## src/rtl/lcd_scan_pkg.sv

```systemverilog
package lcd_scan_pkg;

  localparam int GLYPH_W = 5;

  typedef enum logic [1:0] {
    DUTY_8  = 2'd0,
    DUTY_11 = 2'd1,
    DUTY_16 = 2'd2
  } duty_e;

  function automatic duty_e mode_duty(input logic two_line, input logic tall_font);
    if (two_line)       return DUTY_16;
    else if (tall_font) return DUTY_11;
    else                return DUTY_8;
  endfunction

  function automatic logic [4:0] duty_rows(input duty_e d);
    case (d)
      DUTY_11: return 5'd11;
      DUTY_16: return 5'd16;
      default: return 5'd8;
    endcase
  endfunction

  function automatic logic [3:0] cursor_row(input logic tall);
    return tall ? 4'd10 : 4'd7;
  endfunction

endpackage

```

## src/rtl/lcd_scan_timer.sv

```systemverilog
module lcd_scan_timer
  import lcd_scan_pkg::*;
#(
  parameter int NUM_SEG    = 40,
  parameter int NUM_COM    = 16,
  parameter int BLINK_HALF = 16,
  localparam int CHR_W = $clog2(NUM_SEG / GLYPH_W),
  localparam int ROW_W = $clog2(NUM_COM)
) (
  input  logic             clk,
  input  logic             rst_n,
  input  duty_e            duty,
  output logic [2:0]       col,
  output logic [CHR_W-1:0] chr,
  output logic [ROW_W-1:0] row,
  output logic             shift_en,
  output logic             latch,
  output logic             row_ok,
  output logic             blink_phase
);

  localparam int BIT_W = $clog2(NUM_SEG + 1);
  localparam int FR_W  = (BLINK_HALF > 1) ? $clog2(BLINK_HALF) : 1;

  logic [BIT_W-1:0] bit_q, bit_d;
  logic [2:0]       col_q, col_d;
  logic [CHR_W-1:0] chr_q, chr_d;
  logic [ROW_W-1:0] row_q, row_d;
  logic [FR_W-1:0]  fr_q, fr_d;
  logic             ph_q, ph_d;
  logic [4:0]       rows;
  logic             row_last;

  assign rows     = duty_rows(duty);
  assign latch    = (bit_q == BIT_W'(NUM_SEG));
  assign shift_en = ~latch;
  assign row_ok   = ({1'b0, row_q} < rows);
  assign row_last = ({1'b0, row_q} >= (rows - 5'd1));

  always_comb begin
    bit_d = bit_q;
    col_d = col_q;
    chr_d = chr_q;
    row_d = row_q;
    fr_d  = fr_q;
    ph_d  = ph_q;
    if (latch) begin
      bit_d = '0;
      col_d = '0;
      chr_d = '0;
      if (row_last) begin
        row_d = '0;
        if (fr_q == FR_W'(BLINK_HALF - 1)) begin
          fr_d = '0;
          ph_d = ~ph_q;
        end else begin
          fr_d = fr_q + FR_W'(1);
        end
      end else begin
        row_d = row_q + ROW_W'(1);
      end
    end else begin
      bit_d = bit_q + BIT_W'(1);
      if (col_q == 3'd4) begin
        col_d = '0;
        chr_d = chr_q + CHR_W'(1);
      end else begin
        col_d = col_q + 3'd1;
      end
    end
  end

  always_ff @(posedge clk or negedge rst_n) begin
    if (!rst_n) begin
      bit_q <= '0;
      col_q <= '0;
      chr_q <= '0;
      row_q <= '0;
      fr_q  <= '0;
      ph_q  <= 1'b0;
    end else begin
      bit_q <= bit_d;
      col_q <= col_d;
      chr_q <= chr_d;
      row_q <= row_d;
      fr_q  <= fr_d;
      ph_q  <= ph_d;
    end
  end

  assign col         = col_q;
  assign chr         = chr_q;
  assign row         = row_q;
  assign blink_phase = ph_q;

endmodule

```

## src/rtl/lcd_scan_fetch.sv

```systemverilog
module lcd_scan_fetch
  import lcd_scan_pkg::*;
#(
  parameter int NUM_SEG    = 40,
  parameter int NUM_COM    = 16,
  parameter int LINE_LEN   = 40,
  parameter int ADDR_W     = 7,
  parameter int LINE2_BASE = 64,
  localparam int CHR_W = $clog2(NUM_SEG / GLYPH_W),
  localparam int ROW_W = $clog2(NUM_COM)
) (
  input  logic               two_line,
  input  logic               tall_font,
  input  logic               disp_on,
  input  logic               cursor_on,
  input  logic               blink_on,
  input  logic               blink_phase,
  input  logic [ADDR_W-1:0]  cursor_addr,
  input  logic [ADDR_W-1:0]  shift_ofs,
  input  logic [CHR_W-1:0]   chr,
  input  logic [2:0]         col,
  input  logic [ROW_W-1:0]   row,
  output logic [ADDR_W-1:0]  dd_addr,
  input  logic [7:0]         dd_data,
  output logic [5:0]         cg_addr,
  input  logic [GLYPH_W-1:0] cg_data,
  output logic [11:0]        rom_addr,
  input  logic [GLYPH_W-1:0] rom_data,
  output logic               dot
);

  localparam int SW = ADDR_W + 1;

  logic               eff_tall, line2, cg_sel, at_cur, bottom, pix;
  logic [ROW_W-1:0]   prow;
  logic [SW-1:0]      span, ofs_w, ofs_m, sum, pos;
  logic [GLYPH_W-1:0] pat;

  // Address of the visible position: each layout wraps on its own span.
  always_comb begin
    eff_tall = tall_font & ~two_line;
    line2    = two_line & row[3];
    prow     = two_line ? ROW_W'(row[2:0]) : row;
    span     = two_line ? SW'(LINE_LEN) : SW'(2 * LINE_LEN);
    ofs_w    = SW'(shift_ofs);
    ofs_m    = (ofs_w >= span) ? (ofs_w - span) : ofs_w;
    sum      = ofs_m + SW'(chr);
    pos      = (sum >= span) ? (sum - span) : sum;
    dd_addr  = ADDR_W'(pos + (line2 ? SW'(LINE2_BASE) : SW'(0)));
  end

  // Glyph source and pattern row.
  always_comb begin
    cg_sel   = (dd_data[7:4] == 4'd0);
    cg_addr  = eff_tall ? {dd_data[2:1], prow[3:0]} : {dd_data[2:0], prow[2:0]};
    rom_addr = {dd_data, prow[3:0]};
    pat      = cg_sel ? cg_data : rom_data;
    pix      = pat[3'd4 - col];
  end

  // Cursor underline, blink fill and display gate.
  always_comb begin
    at_cur = (dd_addr == cursor_addr);
    bottom = (prow == ROW_W'(cursor_row(eff_tall)));
    dot    = disp_on & (pix | (at_cur & cursor_on & bottom)
                            | (at_cur & blink_on & blink_phase));
  end

endmodule

```

## src/rtl/lcd_scan_out.sv

```systemverilog
module lcd_scan_out #(
  parameter int NUM_SEG = 40,
  parameter int NUM_COM = 16,
  localparam int ROW_W = $clog2(NUM_COM)
) (
  input  logic               clk,
  input  logic               rst_n,
  input  logic               shift_en,
  input  logic               latch,
  input  logic               dot,
  input  logic               row_ok,
  input  logic [ROW_W-1:0]   row,
  output logic [NUM_SEG-1:0] seg,
  output logic [NUM_COM-1:0] com
);

  logic [NUM_SEG-1:0] sreg_q, sreg_d;
  logic [NUM_SEG-1:0] seg_q;
  logic [NUM_COM-1:0] com_q, com_hit;

  // First dot shifted in ends up in bit 0 (leftmost segment).
  assign sreg_d = {dot, sreg_q[NUM_SEG-1:1]};

  for (genvar k = 0; k < NUM_COM; k++) begin : g_com
    assign com_hit[k] = row_ok && (row == ROW_W'(k));
  end

  always_ff @(posedge clk or negedge rst_n) begin
    if (!rst_n) begin
      sreg_q <= '0;
    end else if (shift_en) begin
      sreg_q <= sreg_d;
    end
  end

  always_ff @(posedge clk or negedge rst_n) begin
    if (!rst_n) begin
      seg_q <= '0;
      com_q <= '0;
    end else if (latch) begin
      seg_q <= sreg_q;
      com_q <= com_hit;
    end
  end

  assign seg = seg_q;
  assign com = com_q;

endmodule

```

## src/rtl/lcd_scan.sv

```systemverilog
module lcd_scan
  import lcd_scan_pkg::*;
#(
  parameter int NUM_SEG    = 40,
  parameter int NUM_COM    = 16,
  parameter int LINE_LEN   = 40,
  parameter int BLINK_HALF = 16
) (
  input  logic               clk,
  input  logic               rst_n,
  input  logic               two_line,
  input  logic               tall_font,
  input  logic               disp_on,
  input  logic               cursor_on,
  input  logic               blink_on,
  input  logic [6:0]         cursor_addr,
  input  logic [6:0]         shift_ofs,
  output logic [6:0]         dd_addr,
  input  logic [7:0]         dd_data,
  output logic [5:0]         cg_addr,
  input  logic [4:0]         cg_data,
  output logic [11:0]        rom_addr,
  input  logic [4:0]         rom_data,
  output logic [NUM_SEG-1:0] seg,
  output logic [NUM_COM-1:0] com
);

  localparam int CHR_W = $clog2(NUM_SEG / GLYPH_W);
  localparam int ROW_W = $clog2(NUM_COM);

  logic [1:0]       rst_sync;
  logic             rst_core_n;
  logic [2:0]       col;
  logic [CHR_W-1:0] chr;
  logic [ROW_W-1:0] row;
  logic             shift_en, latch, row_ok, blink_phase, dot;
  duty_e            duty;

  // Assert asynchronously, release on the clock.
  always_ff @(posedge clk or negedge rst_n) begin
    if (!rst_n) rst_sync <= 2'b00;
    else        rst_sync <= {rst_sync[0], 1'b1};
  end
  assign rst_core_n = rst_sync[1];

  assign duty = mode_duty(two_line, tall_font);

  lcd_scan_timer #(
    .NUM_SEG(NUM_SEG), .NUM_COM(NUM_COM), .BLINK_HALF(BLINK_HALF)
  ) u_timer (
    .clk(clk), .rst_n(rst_core_n), .duty(duty),
    .col(col), .chr(chr), .row(row),
    .shift_en(shift_en), .latch(latch), .row_ok(row_ok),
    .blink_phase(blink_phase)
  );

  lcd_scan_fetch #(
    .NUM_SEG(NUM_SEG), .NUM_COM(NUM_COM), .LINE_LEN(LINE_LEN),
    .ADDR_W(7), .LINE2_BASE(64)
  ) u_fetch (
    .two_line(two_line), .tall_font(tall_font), .disp_on(disp_on),
    .cursor_on(cursor_on), .blink_on(blink_on), .blink_phase(blink_phase),
    .cursor_addr(cursor_addr), .shift_ofs(shift_ofs),
    .chr(chr), .col(col), .row(row),
    .dd_addr(dd_addr), .dd_data(dd_data),
    .cg_addr(cg_addr), .cg_data(cg_data),
    .rom_addr(rom_addr), .rom_data(rom_data),
    .dot(dot)
  );

  lcd_scan_out #(
    .NUM_SEG(NUM_SEG), .NUM_COM(NUM_COM)
  ) u_out (
    .clk(clk), .rst_n(rst_core_n), .shift_en(shift_en), .latch(latch),
    .dot(dot), .row_ok(row_ok), .row(row), .seg(seg), .com(com)
  );

endmodule

```

## config.mk

```make
export PLATFORM = sky130hd
export DESIGN_NAME = lcd_scan
export DESIGN_NICKNAME = d
export VERILOG_FILES = /design/src/rtl/lcd_scan_pkg.sv /design/src/rtl/lcd_scan_timer.sv /design/src/rtl/lcd_scan_fetch.sv /design/src/rtl/lcd_scan_out.sv /design/src/rtl/lcd_scan.sv
export SDC_FILE = /design/constraint.sdc
export NUM_CORES = 1
export LEC_CHECK = 0
export CORE_MARGIN = 10
export CORE_UTILIZATION = 45
export CTS_CLUSTER_SIZE = 12
export DETAILED_ROUTE_END_ITERATION = 10
export PLACE_DENSITY_LB_ADDON = 0.2
export SLEW_MARGIN = 5
export SYNTH_ARGS = -nofsm -noshare
export SYNTH_HDL_FRONTEND = slang
export SYNTH_HIERARCHICAL = 1
export SYNTH_SLANG_ARGS = --single-unit
```

## constraint.sdc

```tcl
create_clock -name clk -period 6.6 [get_ports clk]
set_input_delay 1.32 -clock clk [delete_from_list [all_inputs] [get_ports clk]]
set_output_delay 1.32 -clock clk [all_outputs]
set_load 0.03 [all_outputs]
```

======== Word level (Yosys, flattened, before mapping) ========
Index checks and enable logic that the tools add are counted.
W data, S select, Z words.
operators by class
  $add $sub $neg .......................... 11
  multipliers ............................. 0
  div/mod/pow operators ................... 0
  $lt $le $gt $ge ......................... 5
  equality and inequality tests ........... 22
  shift operators ......................... 0
  muxes and demuxes ....................... 20
  bitwise logic cells ..................... 11
  reductions and logical operators ........ 21
operator list
  cell                   count
  $eq A4 B4 Y1 const B   9
  $mux W7                3
  $mux W4                5
  $eq A4 B3 Y1 const B   4
  $logic_and A1 B1 Y1    16
  $mux W3                4
  $pmux W5 S2            1
  $add A4 B1 Y4 const B  2
  $add A8 B3 Y8          1
  $eq A4 B2 Y1 const B   2
  $ge A7 B8 Y1           1
  $ge A8 B7 Y1           1
  $logic_not A4 Y1       2
  $mux W8                1
  $sub A7 B8 Y8          1
  $add A7 B7 Y7          1
  $and A1 B1 Y1          7
  $eq A7 B7 Y1           1
  $sub A7 B7 Y7          1
  $add A3 B1 Y3 const B  2
  $add A6 B1 Y6 const B  1
  $eq A6 B6 Y1 const B   1
  $mux W6                1
  $ge A4 B5 Y1           1
  18 further kinds       21
storage, ports and cells
  flip-flop bits (word level) ............. 119
  latch bits .............................. 0
  RAM bits ................................ 0
  ROM bits ................................ 0
  input bits .............................. 39
  output and inout port bits .............. 81
  logic and storage cells ................. 100
  memories kept ........................... 0

======== Depth between registers and ports, before layout ========
Gate-level depths: netlist of the first run.
  depth in word-level cells ............... 13
  gate-level depth with buffers ........... 18
  mapped depth without buffers ............ 18

======== Modules after synthesis ========
Netlist of the first run, hierarchy kept.
by module, submodules not included
  module          times used  cells each  area an instance (um^2)  sequential area each (um^2)
  lcd_scan_out    1           227         3,648.5                  2,402.3
  lcd_scan_fetch  1           156         1,255.0                  0.0
  lcd_scan_timer  1           112         1,182.4                  525.5
  lcd_scan        1           4           67.6                     50.0

======== Worst setup path before layout of the first run ========
No wires, ideal clock.
  path kind ............................... input to output
  from .................................... input shift_ofs[0]
  to ...................................... output dd_addr[6]
  arrival ................................. 4.584 ns
  required time ........................... 5.280 ns
  setup slack ............................. 0.696 ns
  stages on the path ...................... 15
  buffers on the path ..................... 0
  cell sequence ........................... ha_1 > fa_1 > a21o_1 > and3_1 > o21ai_0 > a31oi_1 > o211a_2 > ha_1 > nand4_1 > nor4_1 > a211oi_2 > o311a_4 > nand2_4 > mux2i_1 > xor2_1
on the way
  cells in the longest elaborated chain, start to end .. 6
  elaborated cells on any way between the ends .. 8
  classes of those cells .................. add/sub: 4; order compare: 2; mux: 2
ends and longest elaborated chain
  element                                               line                  text
  start, declared                                       lcd_scan.sv:17        input logic [6:0] shift_ofs,
  $sub A7 B8 Y8 / $ge A7 B8 Y1 (equally long branches)  lcd_scan_fetch.sv:46  ofs_m = (ofs_w >= span) ? (ofs_w - span) : ofs_w;
  $mux W8 *                                             lcd_scan_fetch.sv:46
  $add A8 B3 Y8 *                                       lcd_scan_fetch.sv:47  sum = ofs_m + SW'(chr);
  $sub A7 B7 Y7 / $ge A8 B7 Y1 (equally long branches)  lcd_scan_fetch.sv:48  pos = (sum >= span) ? (sum - span) : sum;
  $mux W7 *                                             lcd_scan_fetch.sv:48
  $add A7 B7 Y7 *                                       lcd_scan_fetch.sv:49  dd_addr = ADDR_W'(pos + (line2 ? SW'(LINE2_BASE) : SW'(0)));
  end, declared                                         lcd_scan.sv:18        output logic [6:0] dd_addr,
Every way passes the cells marked *; elsewhere a longest branch is shown, timed or not.

======== Worst setup path in the final report of the first run ========
Ends and elaborated chain as after synthesis.

==> qor.yml, run 1 <==
drt:
  drtPass1Iterations: 4
  num_vias: 4249
  dr_wl_met3_um: 881
  initialDrtViolationCount: 153
  drtAntennaViolNets: 0
  routed_via_density: 5.17
  wl_um: 13600
  wl_met1_um: 5990
  highest_layer: "met4"
  drc: 0
  wire_per_inst_um: 16.5
  route.met2.wl_um: 6650
worst_setup_path:
  r2r_start: "u_timer/chr[0]"
  worst_ep_required_time_ns: 5.28
  start_kind: "input pin"
  reg2reg_to: "u_out/sreg_q[39]"
  crit_start: "shift_ofs[0]"
  cp-end-kind: "output pin"
  critPathMaxFanout: 7
  r2r_slack_ns: 2.39
  ff2ff_path_depth: 18
  crit_end: "dd_addr[6]"
  arrival_ns: 5.06
  path_class: "in -> out"
placed_design:
  dp.cells: 788
  routabilityCongestion: 0.852
  place_area_mm2: 0.00749
  pre_cts_slack_ns: -0.202
  place_hpwl_um: 10000
  portBuffers: 111
cts:
  cts_hold_buf: 0
  cts_sinks: 119
  clk_latency_ns: 0.40
  cts_buffer_depth: 2
  cts_buffers: 17
  cts_max_level: 4
  cts_root_buf: "clkbuf_16"
  tritoncts: "yes"
  clkSlewWorstSetupHoldPaths_ns: 0.05
final_layout:
  nets: 702
  fillers: 1071
  insertedDiodeCount: 0
  fin_cells: 822
  syn_to_final_growth_pct: 33.1
  multi_input_area_mm2: 0.00288
  final_util_pct: 61.6
  drive_above_1_share_pct: 29.9
  ff_latch_area_mm2: 0.00298
  stdcell_area_mm2: 0.00819
global_route:
  antenna_found_initial: 0
  grt_use_total_pct: 14.9
  grt-ovfl-total: 0
  grt_pass1_wl_um: 22500
  grt_pass1_vias: 4551
  grt_max_degree: 76
synth:
  synth_top_area_cell: "dfrtp_1"
  synth_top_area_share_pct: 48.4
  yosysMostFrequentCell: "dfrtp_1"
  synth-main-ff-cell: "dfrtp_1"
  syn_inst: 499
  synth-seq-area-share_pct: 48.4
  yosys-top-cells-count: "dfrtp_1 (119), mux2_2 (82), inv_1 (35), ha_1 (26), nor2_1 (24)"
  synth_edf_count: 0
  ys_seq_elements: 119
  yosys.cell_types.count: 77
  synth-async-reset-ratio_pct: 100
  syn_area_per_cell_um2: 12.3
  syn-cell-area_mm2: 0.00615
  yosysWarnings: 6
  synth_area_leaders: "dfrtp_1 (48%), mux2_2 (15%), ha_1 (5.3%)"
  synth_nets: 567
power_and_ir_drop:
  power_density_mw_per_mm2: 258
  power.total_mw: 2.11
  leakage_nw: 3.70
  sequentialPowerShare_pct: 37.7
  swShare_pct: 26.3
  irDropWorstVdd_v: 0.000200
  combPwrFrac_pct: 20.1
  power.share.clock_pct: 42.2
  power_switching_mw: 0.556
  internal_power_mw: 1.56
floorplanning:
  initial_core_util_pct: 46.3
  die_h_um: 137
  fp.dieW_um: 137
  core_mm2: 0.0133
  design.die.area_mm2: 0.0188
  num_rows: 42
  ios: 120
sta:
  holdWs_ns: 0.350
  slew_viol_final: 0
  timing.slew.headroom_pct: 32.2
  tns_ns: 0
  finClkSkew_ns: 0.00950
  hold_violations: 0
  finalWorstSetupSlack_ns: 0.220
  min_period_ns: 6.38
  max_freq_ghz: 0.157
  fin_crit_sh_pct: 96.7
  setup-violations-final: 0
  rsz0062_at_grt: "no"
  worst_pin_slew_ns: 1.00
outcome:
  run_status: "finished, final reports clean"
flow_run:
  cap_violations: 0
worst_hold_path:
  hold_path_class: "reg -> async"
==> critical path, stage by stage <==
cell             delay [ns]
clkdlybuf4s50_1        0.42
ha_1                   0.24
fa_1                   0.40
a21o_1                 0.26
and3_4                 0.22
o21ai_0                0.15
a31oi_1                0.06
o211a_2                0.28
ha_1                   0.29
nand4_1                0.14
nor4_4                 0.05
a211oi_2               0.18
o311a_4                0.24
nand2_4                0.05
buf_6                  0.15
mux2i_1                0.17
xor2_1                 0.22
buf_4                  0.20
==> cell usage in the layout (no fill, tap or decap), drive strengths merged, types with 3 or more instances in the layout <==
cell / n
nand4b: 3
nand2: 19
mux2i: 5
o21ai: 11
a22o: 3
a21oi: 10
xor2: 12
and3: 6
mux2: 84
and2: 5
fa: 3
clkbuf: 25
nor2b: 4
o22ai: 17
a31oi: 3
inv: 36
dfrtp: 119
clkdlybuf4s50: 106
nand3: 10
ha: 26
buf: 37
clkinv: 3
xnor2: 11
or2: 4
nor2: 24
o31ai: 3
nand2b: 4
nand4: 7
a21o: 6
==> power groups by stage <==
stage	Sequential, mW	Clock [mW]	Combinational (mW)
after floorplan	0.836	0	0.217
after global placement	0.808	0	0.411
after detailed placement	0.809	0	0.415
after CTS	0.797	0.914	0.416
after global routing	0.803	0.945	0.459
final	0.796	0.891	0.424
==> cells by family after synthesis <==
| kind of cell | count (synthesis) | synth area share [%] |
|---|---|---|
| xor+xnor | 23 | 3.40 |
| other cells | 1 | 0.0609 |
| buf+inv | 65 | 6.06 |
| simple gates | 99 | 9.54 |
| compound gates | 72 | 9.19 |
| flops | 119 | 48.4 |
| fa+ha+maj | 29 | 6.26 |
| mux | 91 | 17.1 |
==> worst min path at each step <==
stage	end	from	cells after the start	slack, ns
2_1_floorplan	rst_sync[1]	rst_sync[0]	0	0.33
3_3_place_gp	rst_sync[1]	rst_sync[0]	0	0.34
3_5_place_dp	rst_sync[1]	rst_sync[0]	0	0.34
4_1_cts	rst_sync[1]	rst_sync[0]	0	0.36
5_1_grt	rst_sync[1]	rst_sync[0]	0	0.37
6_report	u_out/sreg_q[30]	rst_sync[1]	0	0.35
==> layer usage <==
metal	track usage, %	up-vias
met1	18.6	2101
li1	-	2039
met5	0	-
met2	24.0	100
met3	4.99	9
met4	4.57	0
==> repair_timing <==
action	in CTS	in global routing
setup buffers	0	3
pin swaps	0	9
setup endpoints to repair	2	4
gates resized for setup	3	14
gates cloned	0	0
==> area by class of cell <==
cell class              instances  share of cell area, %
clock buffers                  25                   6.42
inverters                      36                   1.65
multi-input cells             315                   35.2
repair buffers                145                   16.8
well taps                     176                   2.69
flip-flops and latches        119                   36.4
clock inverters                 6                  0.779
==> sequential cells by signal, summed over array words and instances, names as in the netlist <==
name	count
u_timer/chr	3
u_timer/blink_phase	1
rst_sync	2
u_timer/col	3
u_timer/fr_q	4
u_timer/row	4
u_out/seg	40
u_timer/bit_q	6
u_out/com	16
u_out/sreg_q	40
Note: power is estimated with default switching activity, not from simulation.
==> run 2, diff against run 1 <==
Settings changed: CTS_CLUSTER_SIZE 12 to 28.
==> results of run 2 <==
The final DEF is identical to that of run 1; final timing and power are the same.
